--- src/rtl/sdm_pkg.sv ---
package sdm_pkg;

   // Width of the pseudo-random dither word (one CRC-32 register).
   localparam int unsigned DITHER_W = 32;

   // Number of single-bit rounds applied per dither step.
   localparam int unsigned CRC_ROUNDS = 32;

   typedef logic [DITHER_W-1:0] dither_t;

   // One reflected CRC round: shift right, fold in the polynomial when
   // the bit leaving the register is set.
   function automatic dither_t crc_round(input dither_t st, input dither_t poly);
      dither_t sh;
      sh = st >> 1;
      return st[0] ? (sh ^ poly) : sh;
   endfunction

endpackage

--- src/rtl/sdm_tick_gen.sv ---
module sdm_tick_gen #(
   parameter int unsigned TICKS = 35,
   parameter int unsigned BITS  = 64
) (
   input  logic clk,
   input  logic rst_n,
   output logic bit_stb,
   output logic grp_end
);

   localparam int unsigned TW = (TICKS > 1) ? $clog2(TICKS) : 1;
   localparam int unsigned BW = (BITS > 1) ? $clog2(BITS) : 1;
   localparam logic [TW-1:0] TICK_LAST = TW'(TICKS - 1);
   localparam logic [BW-1:0] BIT_LAST  = BW'(BITS - 1);

   logic [TW-1:0] tick_q;
   logic [BW-1:0] bit_q;

   // A bit update fires in the last tick of each bit period.
   assign bit_stb = (tick_q == TICK_LAST);
   assign grp_end = bit_stb && (bit_q == BIT_LAST);

   always_ff @(posedge clk or negedge rst_n) begin
      if (!rst_n) begin
         tick_q <= '0;
      end else if (bit_stb) begin
         tick_q <= '0;
      end else begin
         tick_q <= tick_q + 1'b1;
      end
   end

   always_ff @(posedge clk or negedge rst_n) begin
      if (!rst_n) begin
         bit_q <= '0;
      end else if (bit_stb) begin
         if (bit_q == BIT_LAST) begin
            bit_q <= '0;
         end else begin
            bit_q <= bit_q + 1'b1;
         end
      end
   end

endmodule

--- src/rtl/sdm_dither_gen.sv ---
module sdm_dither_gen
   import sdm_pkg::*;
#(
   parameter int unsigned IN_W = 16,
   parameter logic [DITHER_W-1:0] POLY = 32'hEB31D82E
) (
   input  logic                   clk,
   input  logic                   rst_n,
   input  logic                   step,
   input  logic signed [IN_W-1:0] sample,
   output dither_t                dither_q,
   output dither_t                dither_nxt
);

   dither_t seed;
   dither_t stage [CRC_ROUNDS+1];

   // The sample is sign-extended and mixed in before the rounds.
   assign seed     = DITHER_W'(sample);
   assign stage[0] = dither_q ^ seed;

   for (genvar r = 0; r < CRC_ROUNDS; r++) begin : g_round
      assign stage[r+1] = crc_round(stage[r], POLY);
   end

   assign dither_nxt = stage[CRC_ROUNDS];

   always_ff @(posedge clk or negedge rst_n) begin
      if (!rst_n) begin
         dither_q <= '0;
      end else if (step) begin
         dither_q <= dither_nxt;
      end
   end

endmodule

--- src/rtl/sdm_err_loop.sv ---
module sdm_err_loop
   import sdm_pkg::*;
#(
   parameter int unsigned IN_W   = 16,
   parameter int unsigned ACC_W  = 32,
   parameter int unsigned FB_MAG = 65536,
   parameter int unsigned SHIFT  = 25
) (
   input  logic                    clk,
   input  logic                    rst_n,
   input  logic                    step,
   input  logic signed [IN_W-1:0]  sample,
   input  dither_t                 dither_nxt,
   output logic                    bit_q,
   output logic signed [ACC_W-1:0] err_q
);

   localparam logic signed [ACC_W-1:0] FB_POS = ACC_W'(FB_MAG);
   localparam logic signed [ACC_W-1:0] FB_NEG = -FB_POS;

   logic signed [ACC_W-1:0] x_ext;
   logic signed [ACC_W-1:0] d_term;
   logic signed [ACC_W-1:0] fb;
   logic signed [ACC_W-1:0] err_n;
   logic                    decide;

   assign x_ext  = ACC_W'(sample);
   assign d_term = ACC_W'(dither_nxt >> SHIFT);
   assign decide = (x_ext >= err_q);
   assign fb     = decide ? FB_POS : FB_NEG;
   assign err_n  = err_q + fb - x_ext + d_term;

   always_ff @(posedge clk or negedge rst_n) begin
      if (!rst_n) begin
         bit_q <= 1'b0;
         err_q <= '0;
      end else if (step) begin
         bit_q <= decide;
         err_q <= err_n;
      end
   end

endmodule

--- src/rtl/sdm_dither_mod.sv ---
module sdm_dither_mod
   import sdm_pkg::*;
#(
   parameter int unsigned IN_W            = 16,
   parameter int unsigned ACC_W           = 32,
   parameter int unsigned TICKS_PER_BIT   = 35,
   parameter int unsigned BITS_PER_SAMPLE = 64,
   parameter int unsigned DITHER_SHIFT    = 25,
   parameter int unsigned FB_MAG          = 65536,
   parameter logic [31:0] POLY            = 32'hEB31D82E
) (
   input  logic                   clk,
   input  logic                   rst_n,
   input  logic                   in_valid,
   output logic                   in_ready,
   input  logic signed [IN_W-1:0] in_data,
   output logic                   pdm_out
);

   // Elaboration-time parameter checks.
   if (TICKS_PER_BIT < 2) begin : g_bad_ticks
      $error("TICKS_PER_BIT must be at least 2");
   end
   if (BITS_PER_SAMPLE < 2) begin : g_bad_bits
      $error("BITS_PER_SAMPLE must be at least 2");
   end
   if (IN_W < 2 || IN_W > 24) begin : g_bad_inw
      $error("IN_W must lie in 2..24");
   end
   if (ACC_W < 24 || ACC_W > 32) begin : g_bad_accw
      $error("ACC_W must lie in 24..32");
   end
   if (DITHER_SHIFT < 8 || DITHER_SHIFT > 31) begin : g_bad_shift
      $error("DITHER_SHIFT must lie in 8..31");
   end
   if (FB_MAG <= (1 << (IN_W - 1))) begin : g_bad_fb
      $error("FB_MAG must exceed the largest input magnitude");
   end

   logic                    bit_stb;
   logic                    grp_end;
   logic signed [IN_W-1:0]  held_q;
   dither_t                 dither_q;
   dither_t                 dither_nxt;
   logic signed [ACC_W-1:0] err_q;

   sdm_tick_gen #(
      .TICKS (TICKS_PER_BIT),
      .BITS  (BITS_PER_SAMPLE)
   ) u_tick (
      .clk     (clk),
      .rst_n   (rst_n),
      .bit_stb (bit_stb),
      .grp_end (grp_end)
   );

   // The acceptance window is the single clock that closes a group.
   assign in_ready = grp_end;

   always_ff @(posedge clk or negedge rst_n) begin
      if (!rst_n) begin
         held_q <= '0;
      end else if (in_valid && grp_end) begin
         held_q <= in_data;
      end
   end

   sdm_dither_gen #(
      .IN_W (IN_W),
      .POLY (POLY)
   ) u_dith (
      .clk        (clk),
      .rst_n      (rst_n),
      .step       (bit_stb),
      .sample     (held_q),
      .dither_q   (dither_q),
      .dither_nxt (dither_nxt)
   );

   sdm_err_loop #(
      .IN_W   (IN_W),
      .ACC_W  (ACC_W),
      .FB_MAG (FB_MAG),
      .SHIFT  (DITHER_SHIFT)
   ) u_loop (
      .clk        (clk),
      .rst_n      (rst_n),
      .step       (bit_stb),
      .sample     (held_q),
      .dither_nxt (dither_nxt),
      .bit_q      (pdm_out),
      .err_q      (err_q)
   );

endmodule

--- config.mk ---
export PLATFORM = sky130hd
export DESIGN_NAME = sdm_dither_mod
export DESIGN_NICKNAME = d
export VERILOG_FILES = /design/src/rtl/sdm_pkg.sv /design/src/rtl/sdm_tick_gen.sv /design/src/rtl/sdm_dither_gen.sv /design/src/rtl/sdm_err_loop.sv /design/src/rtl/sdm_dither_mod.sv
export SDC_FILE = /design/constraint.sdc
export NUM_CORES = 1
export LEC_CHECK = 0
export ABC_AREA = 1
export CELL_PAD_IN_SITES_DETAIL_PLACEMENT = 0
export CELL_PAD_IN_SITES_GLOBAL_PLACEMENT = 1
export CORE_ASPECT_RATIO = 2
export CORE_MARGIN = 2
export CORE_UTILIZATION = 48
export CTS_CLUSTER_SIZE = 30
export DETAILED_ROUTE_END_ITERATION = 8
export PLACE_DENSITY_LB_ADDON = 0.1
export REMOVE_ABC_BUFFERS = 1
export SLEW_MARGIN = 40
export SYNTH_ARGS = -nofsm -noshare
export SYNTH_HDL_FRONTEND = slang
export SYNTH_HIERARCHICAL = 1
export SYNTH_SLANG_ARGS = --single-unit
--- constraint.sdc ---
create_clock -name clk -period 8.23 [get_ports clk]
set_clock_uncertainty 0.1 [all_clocks]
set_input_delay 1.646 -clock clk [delete_from_list [all_inputs] [get_ports clk]]
set_output_delay 1.646 -clock clk [all_outputs]
set_load 0.02 [all_outputs]
==> flow_metrics.tcl <==
set metrics [dict create \
    fin_crit_ps 7610 \
    numClockSinks 93 \
    clock_latency_ps 370 \
    clockBufferDepth 2 \
    first_pass_iters 5 \
    ys_warn_count 6 \
    finalHoldViolations 0 \
    cts_max_level 3 \
    grt_antenna_before_repair 0 \
    layout-drive-gt1-share_pct 14.9 \
    tritoncts "done" \
    layout.cells.non_filler 2163 \
    hold_path.class "reg -> reg" \
    grt_pass1_vias 11800 \
    drtIter0Drc 464 \
    status "finished clean" \
    clk_pin_slew_ps 80 \
    numPortBuffers 20 \
    worstMarginPinSlew_ps 773 \
    cap_violations 0 \
    finalSetupViolations 0 \
    fmax_mhz 131 \
    cp_max_fo 10 \
    required_ps 8390 \
    vias 11300 \
    dpl_cell_area_um2 13100 \
    syn2layout_area_growth_pct 8.04 \
    netlist_area_um2 12500 \
    grt_pass1_wl_um 63400 \
    crit_path_end_kind "flip-flop" \
    drt-vias-per-instance 5.23 \
    drcViolationCount 0 \
    grt_start_max_net_pins 65 \
    cpMostUsedCell "nand2_1" \
    grt_overflow_total 0 \
    finalWeightedCongestion 0.973 \
    utilization_pct 52.8 \
    die_h_um 233 \
    hold_slack_ps 388 \
    dieArea_um2 27500 \
    pin_count 21 \
    hold_buffers 0 \
    drv_slew 0 \
    dp_hpwl_um 34600 \
    grt_use_total_pct 30.6 \
    die_x_um 118 \
    fp.coreArea_um2 25700 \
    initial_core_util_pct 48.9 \
    placedCellCount 2139 \
    final_antenna_net_count 0 \
    syn_inst 1791 \
    fin_crit_sh_pct 92.4 \
    worstSetupStartpointType "flip-flop" \
    worstPathArrival_ps 7760 \
    cts_made_buffers 9 \
    final_common_cell "nand2_1" \
    drt-total-wl_um 40800 \
    crit_slowest_cell "fa_1" \
    final_cell_area_um2 13500 \
    final_cell_mix "nand2_1, inv_1, nand3_1" \
    leakage_uw 0.00737 \
    relSlewSlack_pct 48.5 \
    fin_nets 1935 \
    crit_type "reg -> reg" \
    antenna_cells 0 \
    cellPowerDensity_nw_per_um2 67.5 \
    cts-root-buf "clkbuf_16" \
    irDropWorstVdd_mv 0.0950 \
    rows 83 \
    avgSynthCellArea_um2 7.00 \
    max_stage_delay_ps 530 \
    routedWlPerCell_um 18.9 \
]
-- cell type report --
class / count / area [um2]
Clock buffer: 10 / 239
Multi-Input combinational cell: 1441 / 9270
Timing Repair Buffer: 37 / 324
Tap cell: 340 / 425
Sequential cell: 93 / 2330
Inverter: 236 / 891
Clock inverter: 6 / 65.1
Fill cell: 2674 / 12100
-- worst max-delay path: cells and delay by family (launching register included) --
family          cells  cell delay (ps)
simple gates       47             5200
fa+ha+maj           2              870
buf+inv             7              480
flops               1              450
compound gates      2              350
-- repair_timing --
action | in CTS | in global routing
gates resized for setup | 0 | 26
setup endpoints to repair | 0 | 22
hold endpoints to repair | 0 | 0
setup buffers | 0 | 8
-- metal layers --
metal	GRT usage (%)	wire, um	vias up
met2	62.6	23400	242
li1	-	-	5651
met1	25.0	12400	5260
met4	26.8	4200	0
met5	0	0	-
met3	2.52	747	154
-- report_power, final --
part	internal [uW]	switching (uW)
clock network	223	213
registers	456	0
logic	7.62	13.5
-- final timing paths --
check / slack [ps] / to / from / cells past startpoint
max in group asynchronous: 5890 / u_dith/dither_q[2]$_DFFE_PN0P_ / rst_n / 2
min in group asynchronous: 1140 / u_loop/err_q[19]$_DFFE_PN0P_ / rst_n / 1
hold / removal: 390 / u_tick/tick_q[0]$_DFF_PN0_ / u_tick/tick_q[0]$_DFF_PN0_ / 1
hold reg to reg: 390 / u_tick/tick_q[0]$_DFF_PN0_ / u_tick/tick_q[0]$_DFF_PN0_ / 1
setup reg to reg: 620 / u_loop/err_q[23]$_DFFE_PN0P_ / held_q[0]$_DFFE_PN0P_ / 58
setup / recovery: 620 / u_loop/err_q[23]$_DFFE_PN0P_ / held_q[0]$_DFFE_PN0P_ / 58
-- per-stage QoR --
| step | power [uW] | worst slack (ps) | setup TNS [ps] |
|---|---|---|---|
| global route | 943 | -1.93 | -1.93 |
| global placement | 488 | 389 | 0 |
| floorplan | 466 | 1190 | 0 |
| CTS | 928 | 280 | 0 |
| detailed placement | 488 | 325 | 0 |
| finish | 914 | 623 | 0 |
-- state kept, by name (all words and copies together) (netlist names) --
name	count
u_dith/dither_q	32
u_loop/bit_q	1
u_tick/tick_q	6
held_q	16
u_loop/err_q	32
u_tick/bit_q	6
No activity file was read; power rests on OpenSTA's default activity.
